## config.mk

```make
export PLATFORM = sky130hd
export DESIGN_NAME = vimm_bcast
export DESIGN_NICKNAME = d
export VERILOG_FILES = /design/src/rtl/vbc_pkg.sv /design/src/rtl/vbc_decode.sv /design/src/rtl/vbc_replicate.sv /design/src/rtl/vimm_bcast.sv
export SDC_FILE = /design/constraint.sdc
export NUM_CORES = 1
export LEC_CHECK = 0
export BUFFER_PORTS_ARGS = -buffer_cell sky130_fd_sc_hd__buf_2
export CORE_MARGIN = 10
export CORE_UTILIZATION = 40
export CTS_BUF_LIST = sky130_fd_sc_hd__clkbuf_4
export DETAILED_ROUTE_END_ITERATION = 6
export PLACE_DENSITY = 0.8
export REMOVE_ABC_BUFFERS = 1
export SYNTH_ARGS = -nofsm -noshare
export SYNTH_HDL_FRONTEND = slang
export SYNTH_SLANG_ARGS = --single-unit
```

## constraint.sdc

```tcl
create_clock -name clk -period 4.8 [get_ports clk]
set_clock_uncertainty 0.2 [all_clocks]
set_input_delay 0.96 -clock clk [delete_from_list [all_inputs] [get_ports clk]]
set_output_delay 0.96 -clock clk [all_outputs]
set_load 0.02 [all_outputs]
```

## src/rtl/vbc_pkg.sv

```systemverilog
package vbc_pkg;

    localparam int IMM_W  = 8;
    localparam int REG_W  = 5;
    localparam int LANE_W = 64;
    localparam int SCL_W  = IMM_W + 8;

    typedef enum logic [1:0] {
        ESZ_8  = 2'b00,
        ESZ_16 = 2'b01,
        ESZ_32 = 2'b10,
        ESZ_64 = 2'b11
    } esize_e;

    typedef struct packed {
        esize_e           size;
        logic             shift;
        logic [IMM_W-1:0] imm;
    } bcast_req_t;

    // Sign-extend the immediate to 16 bits and apply the optional x256 scaling.
    function automatic logic [SCL_W-1:0] scale_imm(input logic [IMM_W-1:0] imm,
                                                   input logic shift);
        logic [SCL_W-1:0] ext;
        ext = {{(SCL_W-IMM_W){imm[IMM_W-1]}}, imm};
        return shift ? (ext << 8) : ext;
    endfunction

endpackage

```

## src/rtl/vbc_decode.sv

```systemverilog
module vbc_decode
    import vbc_pkg::*;
(
    input  bcast_req_t        req,
    output logic              legal,
    output logic [LANE_W-1:0] lane
);

    logic [SCL_W-1:0]  scaled;
    logic [LANE_W-1:0] wide;

    always_comb begin
        scaled = scale_imm(req.imm, req.shift);
        wide   = {{(LANE_W-SCL_W){scaled[SCL_W-1]}}, scaled};
        legal  = !(req.size == ESZ_8 && req.shift);
        unique case (req.size)
            ESZ_8:   lane = {8{wide[7:0]}};
            ESZ_16:  lane = {4{wide[15:0]}};
            ESZ_32:  lane = {2{wide[31:0]}};
            default: lane = wide;
        endcase
    end

    // the top and bottom bytes of a 64-bit lane match for 8-bit elements
    always_comb begin
        if (req.size == ESZ_8)
            assert_byte_repl_R5: assert (lane[63:56] == lane[7:0]);
    end

endmodule

```

## src/rtl/vbc_replicate.sv

```systemverilog
module vbc_replicate
    import vbc_pkg::*;
#(
    parameter int VLEN = 256
) (
    input  logic [LANE_W-1:0] lane,
    output logic [VLEN-1:0]   vec
);

    localparam int LANES = VLEN / LANE_W;

    for (genvar g = 0; g < LANES; g++) begin : g_lane
        assign vec[g*LANE_W +: LANE_W] = lane;
    end

endmodule

```

## src/rtl/vimm_bcast.sv

```systemverilog
module vimm_bcast
    import vbc_pkg::*;
#(
    parameter int VLEN = 256
) (
    input  logic             clk,
    input  logic             rst,
    input  logic             in_valid,
    input  logic [1:0]       in_size,
    input  logic             in_shift,
    input  logic [IMM_W-1:0] in_imm,
    input  logic [REG_W-1:0] in_dst,
    output logic [VLEN-1:0]  out_data,
    output logic             out_we,
    output logic [REG_W-1:0] out_dst,
    output logic             out_illegal
);

    bcast_req_t        req;
    logic              legal;
    logic [LANE_W-1:0] lane;
    logic [VLEN-1:0]   vec;

    assign req.size  = esize_e'(in_size);
    assign req.shift = in_shift;
    assign req.imm   = in_imm;

    vbc_decode u_dec (
        .req   (req),
        .legal (legal),
        .lane  (lane)
    );

    vbc_replicate #(.VLEN(VLEN)) u_rep (
        .lane (lane),
        .vec  (vec)
    );

    always_ff @(posedge clk) begin
        if (rst) begin
            out_we      <= 1'b0;
            out_illegal <= 1'b0;
            out_data    <= '0;
            out_dst     <= '0;
        end else begin
            out_we      <= in_valid && legal;
            out_illegal <= in_valid && !legal;
            if (in_valid) begin
                out_data <= legal ? vec : '0;
                out_dst  <= in_dst;
            end
        end
    end

    assert_excl_R4: assert property (@(posedge clk) disable iff (rst)
        !(out_we && out_illegal));

    assert_illegal_zero_R8: assert property (@(posedge clk) disable iff (rst)
        out_illegal |-> (out_data == '0));

    assert_latency_R6: assert property (@(posedge clk) disable iff (rst)
        in_valid |=> (out_we || out_illegal));

    assert_idle_R6: assert property (@(posedge clk) disable iff (rst)
        !in_valid |=> (!out_we && !out_illegal));

    assert_repl_R5: assert property (@(posedge clk) disable iff (rst)
        out_we |-> (out_data[VLEN-1 -: LANE_W] == out_data[LANE_W-1:0]));

    assert_dst_R7: assert property (@(posedge clk) disable iff (rst)
        in_valid |=> (out_dst == $past(in_dst)));

endmodule

```

======== Word-level counts from Yosys, hierarchy flattened ========
Index checks and enable logic that the tools add are counted.
word-level totals
  output and inout port bits .............. 263
  bits in registers ....................... 263
  input bits .............................. 19
  word-level logic and storage cells ...... 14
cells by class
  eq/ne operators ......................... 2
  reductions and logical operators ........ 5
  multiplexer cells ....................... 3
operator list
  cell                                                              count
  256-bit 2-to-1 mux                                                1
  64-bit one-hot mux with 3 select lines                            1
  15-bit 2-to-1 mux                                                 1
  1-bit logical AND                                                 3
  2-bit by 1-bit == test with 1-bit output (second input constant)  1
  2-bit == test (second input constant)                             1
  2-bit zero test                                                   1
  1-bit zero test                                                   1

======== Logic depth before layout (Yosys ltp) ========
Gate-level depths: netlist of run 1.
  word-level depth ........................ 4
  depth in mapped cells ................... 7
  mapped depth without buffers ............ 4

======== By module ========
A second synthesis of run 1 with hierarchy kept.
second synthesis, totals
  cell total of the unflattened synthesis .. 1513
  area, all modules ....................... 12649.6 µm²
modules (own cells, without submodules)
  module         times used  seq. area each (µm²)  area each (µm²)  cells an instance
  vimm_bcast     1           5265.0                10092.2          1159
  vbc_replicate  1           0.0                   1921.8           256
  vbc_decode     1           0.0                   635.6            98

======== Least setup slack after synthesis of run 1 ========
No wires, ideal clock.
  kind .................................... input to register
  start ................................... in in_size[1]
  end ..................................... reg out_data[230]
  data arrival time ....................... 1912 ps
  library setup time ...................... 128 ps
  required time ........................... 4472 ps
  path slack .............................. 2560 ps
  cell stages on the path ................. 5
  buffers on the path ..................... 1
  path through ............................ buf_6 or3b_2 o211a_2 a21oi_1 nor2_1
between the ends
  cells in the longest elaborated chain, start to end .. 3
  elaborated cells on any way between the ends .. 6
  classes of those cells .................. 2 x eq/ne; 2 x mux; 2 x reduce/logical
RTL lines
  element                                                                      line                                RTL
  start, declared                                                              vimm_bcast.sv:9                     input logic [1:0] in_size,
  2-bit == test (tied with other cells)                                        vbc_decode.sv:16                    unique case (req.size)
  64-bit one-hot mux with 3 select lines or 1-bit logical AND (tied branches)  vbc_decode.sv:16, vbc_decode.sv:15
  256-bit 2-to-1 mux (*)                                                       vimm_bcast.sv:49                    out_data <= legal ? vec : '0;
  end signal, assigned                                                         vimm_bcast.sv:49
  end, declared                                                                vimm_bcast.sv:13                    output logic [VLEN-1:0] out_data,
Every way passes the cells marked *; elsewhere a longest branch is shown, timed or not.
A chain may end at the register's enable or synchronous reset.

==> results.txt, run 1 <==
The number of core rows came out at 35. The number of global-route vias before repair is about 2700. The HPWL reported at the end of detailed placement came out at 8.78 mm.

The run finished with clean final reports. The final design instance area without fill is around 3700 um2. Data on the critical path is required at its endpoint by just under 5 ns.

Leaving out fill and tap cells, the most frequent cell in the layout is sky130_fd_sc_hd__buf_2. The number of detailed-routing iterations run before antenna repair came out at 5. Summed over all failing endpoints, the final setup total negative slack is 0 ns.

In the post-route analysis, the smallest setup slack over all paths is about 2.2 ns. The die area came out at about 14000 um2. The maximum fanout along the worst path is between 50 and 60. The register clock-pin slew on the reported worst setup and hold paths came out at 0.14 ns. The clock reaches the later pin of the worst-skew pair after approximately 0.36 ns. The worst setup path is launched from a primary input. After detailed routing, the number of remaining DRC violations is 0. The worst setup path is captured at a flop.

Measured against its own limit, the worst slew margin works out to 0.352. The final hold violation count is 0. Setup repair after global routing left no endpoint under its margin.

The top cell types in the final layout, fill and taps aside, are sky130_fd_sc_hd__buf_2 (281), sky130_fd_sc_hd__dfxtp_1 (53), sky130_fd_sc_hd__nor2_1 (37), sky130_fd_sc_hd__a21oi_1 (23). The post-route clock period utilization is 0.541. The reg2reg setup slack is about 3.7 ns. The vias after detailed routing is roughly 2900. The global-route wire length before repair came out at 15.1 mm.

The final count of pins violating max slew came out at 0. In the final routed layout, each cell accounts on average for roughly 17 um. The remaining global-route overflow is 0. By area the synthesized netlist is led by sky130_fd_sc_hd__buf_4 (42%), sky130_fd_sc_hd__dfxtp_1 (28%), sky130_fd_sc_hd__nor2_1 (3.7%). The number of antenna violations at the first check in global routing was 0.

The initial core utilization is 0.408. Counting every sink on the clock net gives 53. The worst hold path passes through 2 cells. The region available for standard cell placement spans about 9200 um2. The final worst hold slack came out at 0.310 ns. The worst slack after detailed placement came out at between 1.5 and 2 ns. TritonCTS built the clock tree. At the worst endpoint, the arrival time is around 2.7 ns. The count of cells along the worst register-to-register path came out at 2. The static leakage came out at approximately 2.3 nW. The startpoint identified for the worst hold timing path is out_data[238]. The die outline width is roughly 120 um.

Compared with the post-synthesis result, the final layout area differs by -0.767%. The reg-to-reg critical path endpoint is out_data[254]. Counting distinct cell types in the post-synthesis netlist gives 31.

The overall fraction of global-route tracks in use is 0.139. The path with the worst hold slack has its endpoint at out_data[238]. The pin slew with the least headroom to its limit is 0.972 ns. The power per standard cell area came out at 326 nW/um2. 282 I/O pins were placed. Wires add up to about 11 mm.

The number of maximum-capacitance violations is 0. The fraction of final layout cells with drive strength greater than 1 is 0.569. The share of the yosys chip area belonging to registers is 0.283. Buffers added to address setup during post-CTS repair amount to 0. The number of buffers inserted by port buffering came out at 281.

0 antenna diodes ended up in the layout. The number of buffers inserted by hold repair at cts is 0. The final net count came out at 535. The detailed-route vias per instance came out at roughly 4.6. The post-synthesis instance total came out at around 460. The timing-limited maximum frequency came out at approximately 390 MHz.

The synthesized area per cell came out at around 8.2 um2. In this run the number of H-tree levels came out at 2. The largest total area in the synthesized netlist belongs to sky130_fd_sc_hd__buf_4.

Clock tree synthesis selected as its root buffer the cell sky130_fd_sc_hd__clkbuf_4. The number of nets with antenna violations after routing came out at 0. Once placement finished, the instance area stood at around 3600 um2. The setup path with the least slack is of type primary input to flop. In this run, CTS created clock tree buffers numbering 5.

The worst path needs ~2.6 ns of the cycle, external delays included. The maximum resistive drop on vdd came out at a little over 0.1 mV. The post-cts gate resize count came out at 0. The origin of the critical flop-to-flop path is out_data[254]. The overall power of the completed layout came out at between 1 and 1.5 mW.

The count of warnings emitted by yosys came out at 0. The number of DRC markers in iteration 0 came out at 74. From bottom edge to top edge, the die measures 117 um. The min-delay analysis places its worst path in the category flop to flop. The area of the mapped netlist is roughly 3700 um2. The synthesis-stage register bit count came out at 53.

The share of synthesized area in the top cell type comes to 0.424. The maximum buffer depth of the clock tree came out at 2. Setup violations remaining at the end of the flow were counted as 0.

At the end of routability-driven placement, the weighted congestion stood at approximately 0.76. The pin count of the biggest net entering global routing came out at 56.
[kinds of logic after synthesis]
group / count (synthesis) / synth area share
mux: 9 / 0.0244
compound gates: 58 / 0.102
buf+inv: 233 / 0.450
simple gates: 103 / 0.136
flops: 53 / 0.283
xor+xnor: 2 / 0.00467
[final cells by class]
class | instances | area, um2
Clock buffer | 5 | 37.5
Clock inverter | 3 | 65.1
Fill cell | 947 | 5480
Inverter | 3 | 11.3
Multi-Input combinational cell | 172 | 1000
Sequential cell | 53 | 1060
Tap cell | 111 | 139
Timing Repair Buffer | 281 | 1410
[how the worst max path moves through the flow]
stage	startpoint	endpoint	cells past startpoint	slack, ns
final	in_valid	out_data[236]	5	2.21
after global routing	in_valid	out_data[236]	5	2.02
after CTS	in_valid	out_data[236]	5	2.22
after detailed placement	in_valid	out_data[236]	5	1.80
after global placement	in_valid	out_data[237]	5	1.94
after floorplan	out_data[239]	out_data[111]	0	1.30
[per-layer routing]
layer / wire length (um) / up-vias / track usage
met3: 1240 / 11 / 0.0454
li1: - / 1381 / -
met5: 0 / - / 0
met1: 4000 / 1305 / 0.146
met2: 5500 / 174 / 0.256
met4: 137 / 0 / 0.0420
[cells in the mapped netlist]
cell type and n:
sky130_fd_sc_hd__o21ai_1 1, sky130_fd_sc_hd__nor3_1 5, sky130_fd_sc_hd__and2_1 1, sky130_fd_sc_hd__dfxtp_1 53, sky130_fd_sc_hd__buf_4 212, sky130_fd_sc_hd__mux2_2 1, sky130_fd_sc_hd__nand3_1 3, sky130_fd_sc_hd__inv_1 3
sky130_fd_sc_hd__o21a_1 1, sky130_fd_sc_hd__buf_2 8, sky130_fd_sc_hd__a21oi_4 1, sky130_fd_sc_hd__nor2b_1 9, sky130_fd_sc_hd__xor2_1 2, sky130_fd_sc_hd__nand3b_1 7, sky130_fd_sc_hd__nor2_4 1, sky130_fd_sc_hd__or3b_2 1
sky130_fd_sc_hd__buf_1 2, sky130_fd_sc_hd__nand2_1 19, sky130_fd_sc_hd__mux2i_1 8, sky130_fd_sc_hd__a211oi_1 8, sky130_fd_sc_hd__and3_1 1, sky130_fd_sc_hd__a221o_1 6, sky130_fd_sc_hd__nand2b_1 19, sky130_fd_sc_hd__a22o_1 5
sky130_fd_sc_hd__o21ai_0 9, sky130_fd_sc_hd__o22ai_1 3, sky130_fd_sc_hd__a21oi_1 23, sky130_fd_sc_hd__clkbuf_1 7, sky130_fd_sc_hd__o211a_2 1, sky130_fd_sc_hd__buf_6 1, sky130_fd_sc_hd__nor2_1 37
[power by group]
group,leakage (nW),internal (mW),switching (mW)
Combinational,1.79,0.125,0.286
Sequential,0.436,0.467,0.0378
Clock,0.0552,0.161,0.135
[flip-flops by register name, summed over array words and instances (netlist names)]
register,count
out_we,1
out_illegal,1
out_dst,5
out_data,46
[metrics by stage]
stage | instances | util
after CTS | 628 | 0.405
after global routing | 628 | 0.405
final | 628 | 0.405
after global placement | 620 | 0.393
after detailed placement | 620 | 0.393
after floorplan | 228 | -
[worst max-delay path, cell delays in order]
cell,delay [ns]
sky130_fd_sc_hd__buf_2,0.71
sky130_fd_sc_hd__nand2b_1,0.29
sky130_fd_sc_hd__a21oi_4,0.29
sky130_fd_sc_hd__and3_1,0.30
sky130_fd_sc_hd__a221o_1,0.15
Power figures use the tool's default switching activity.
==> run 2, diff against run 1 <==
- CORE_UTILIZATION: 40 -> 38
- clock period: 4.8 -> 2.25 ns (I/O delays scaled with it)
==> results.txt, run 2 (synthesis results as in run 1) <==
The number of fillers in the final layout came out at 1014 (was 947). The wire length on met2 came out at 5.67 mm (was 5.50 mm). The floorplan core area is 9680 um2 (was 9200 um2). The most frequent standard cell in the layout excluding fill and tap cells is sky130_fd_sc_hd__buf_2 (unchanged). The length of routed met3 wiring came to 1.09 mm (was 1.24 mm).

The highest metal layer used by the detailed router is met4 (unchanged). The pin slew with the least headroom to its limit is 0.754 ns (was 0.972 ns). The remaining global-route overflow is 0 (unchanged). The source of the worst hold timing path is in_dst[4] (was out_data[238]). The fraction of final layout cells with drive strength greater than 1 is 0.572 (was 0.569).

The latest clock arrival within the worst-skew pair came to 0.36 ns (about the same). The critical path data required time is 1.60 ns (was 4.91 ns). The maximum buffer depth of the clock tree was 2 (unchanged).

The overall fraction of global-route tracks in use came out at 0.140 (was 0.139). The register clock-pin slew on the reported worst setup and hold paths was 0.14 ns (about the same). The category of the most critical setup path is flop to output pin (was primary input to flop). The number of antenna violations at the first check in global routing is 1 (was 0). Biggest registers after layout: out_data x46, out_dst x5 (unchanged). The worst slew slack as a fraction of its limit is 0.495 (was 0.352). The die outline width is 119 um (was 117 um). The total negative setup slack was 0 ns (unchanged).

The flip-flop count of the largest register, all copies and words added came out at 46 (unchanged). The timing-limited maximum frequency came out at about 550 MHz. The number of setup violations in the final report is 0 (unchanged).

The maximum fanout along the worst path was 17 (was 55). The global-route wire length before repair came out at 16.5 mm (was 15.1 mm). The kind of start point of the critical path is a flop (was primary input).

The number of global-route vias before repair came out at 2906 (was 2720). The detailed-route vias per instance is 4.33 (was 4.57). The smallest clock period supported by the final layout is computed as between 1.5 and 2 ns. The initial core utilization came to 0.387 (was 0.408). The post-route clock period utilization came out at 0.806. The number of buffers inserted by post-CTS setup repair is 0 (unchanged). Run status: finished clean (unchanged). The weighted congestion reported at the end of routability-driven placement is 0.844 (was 0.758). The stage delay of the slowest cell on the critical path came to 0.57 ns (was 0.71 ns). The number of maximum-capacitance violations came out at 0 (unchanged).

The kind of cell adding the most delay to the critical path is flip-flops (was buffers and inverters). The I/O pin count is 282 (unchanged). The hold-critical path endpoint is out_dst[4] (was out_data[238]). The number of buffers inserted by hold repair at cts was 0 (unchanged).

The worst hold path depth came out at 3 (was 2). The number of H-tree branching levels came out at 2 (unchanged). The pin count of the biggest net entering global routing is 40 (was 56).

The number of DRC markers in iteration 0 is 67 (was 74). The static leakage is 2.29 nW (was 2.28 nW). The clock root buffer master is sky130_fd_sc_hd__clkbuf_4 (unchanged).

The placed instance count is 647 (was 620). The slowest stage cell on the critical path is sky130_fd_sc_hd__dfxtp_1 (was sky130_fd_sc_hd__buf_2). The nature of the critical path endpoint is an output pin (was flop).

The number of core rows is 36 (was 35). The count of cells along the worst register-to-register path is 2 (unchanged). The origin of the critical flop-to-flop path was out_data[251] (was out_data[254]). The number of clock sinks seen by CTS came out at 53 (unchanged). The HPWL reported at the end of detailed placement is 8.92 mm (was 8.78 mm). Commonest cells after routing, fill and taps aside: sky130_fd_sc_hd__buf_2 (281), sky130_fd_sc_hd__dfxtp_1 (53), sky130_fd_sc_hd__nor2_1 (37), sky130_fd_sc_hd__a21oi_1 (23) (unchanged).

The final net count came out at 540 (was 535). The reg-to-reg critical path endpoint was out_data[251] (was out_data[254]). The final hold violation count is 0 (unchanged). The number of detailed-routing iterations run before antenna repair came out at 4 (was 5). The total wire length was 11.0 mm (was 10.9 mm).

The number of clock buffers inserted by TritonCTS is 5 (unchanged). The reg2reg setup slack was 1.18 ns (was 3.68 ns). The maximum resistive drop on vdd came out at 0.247 mV (was 0.103 mV). The routed length per placed instance came out at 16.7 um (was 17.3 um). The post-cts gate resize count came out at 0 (unchanged). The worst hold-check path type is primary input to flop (was flop to flop). The count of unresolved DRC violations after routing is 0 (unchanged).

The power per standard cell area came out at 658 nW/um2 (was 326 nW/um2). Setup repair after global routing missed its margin: false (unchanged). The number of nets with antenna violations after routing came out at 0 (unchanged). The vias after detailed routing is 2833 (was 2871).

The final instance count without filler cells came to 655 (was 628). The number of buffers inserted by port buffering came out at 281 (unchanged). The sequential cell area is 1060 um2 (unchanged). The final count of pins violating max slew came out at 0 (unchanged).

The combined area of the multi-input logic cells was 1000 um2 (unchanged). The die area is 14200 um2 (was 13600 um2). The y dimension of the die is 119 um (was 117 um).

The number of buffer and inverter stages on the critical path came out at 1 (unchanged). Critical path, cell by cell: buf_2 (was buf_2, nand2b_1, a21oi_4, and3_1, a221o_1). The register with the most flip-flops was out_data (unchanged).

The routed metal-1 wirelength was 4.15 mm (was 4.00 mm). The arrival time at the worst endpoint is 1.16 ns (was 2.71 ns). The clock tree from TritonCTS is done (unchanged). The growth of design area from synthesis to finish came out at 0.233% (was -0.767%).
==> run 2: cell types whose count changed in the layout (fill, tap and decap cells not counted) <==
cell | before | now
sky130_fd_sc_hd__buf_4 | 0 | 5
sky130_fd_sc_hd__bufinv_16 | 2 | 1
sky130_fd_sc_hd__diode_2 | 0 | 1
==> run 2: report_power, final <==
| part | internal (mW) | total (mW) | switching [mW] | leakage [nW] |
|---|---|---|---|---|
| Clock | 0.227 | 0.514 | 0.287 | 0.0411 |
| Sequential | 0.996 | 1.08 | 0.0790 | 0.436 |
| Combinational | 0.271 | 0.884 | 0.613 | 1.82 |
==> run 2: metrics by stage <==
step	hold slack, ns	power [mW]	instance area (um2)	util	worst slack [ns]
final	0.128	2.47	3760	0.388	0.436
after global routing	0.112	2.61	3760	0.388	0.273
after CTS	0.0991	2.52	3760	0.388	0.388
after detailed placement	0.286	2.00	3680	0.380	0.277
after global placement	0.274	1.99	3680	0.380	0.302
after floorplan	0.319	1.59	2070	-	-0.742
==> run 2: area by class of cell <==
class / instances / share of cell area
multi-input cells: 172 / 0.266
flip-flops and latches: 53 / 0.282
diodes: 1 / 0.000666
inverters: 3 / 0.00300
clock inverters: 2 / 0.00932
repair buffers: 286 / 0.384
clock buffers: 5 / 0.00999
well taps: 133 / 0.0443
==> run 2: worst max path at each step <==
stage	start	endpoint	slack, ns	cells after the start
3_3_place_gp	in_shift	out_data[230]	0.30	5
6_report	out_data[239]	out_data[127]	0.44	1
4_1_cts	out_data[239]	out_data[127]	0.39	1
3_5_place_dp	in_shift	out_data[230]	0.28	5
5_1_grt	out_data[239]	out_data[207]	0.27	1
2_1_floorplan	out_data[239]	out_data[111]	-0.74	0
==> run 2: metal layers <==
layer,up-vias,GRT usage
li1,1388,-
met5,-,0
met4,0,0.0294
met3,2,0.0586
met2,148,0.263
met1,1295,0.141
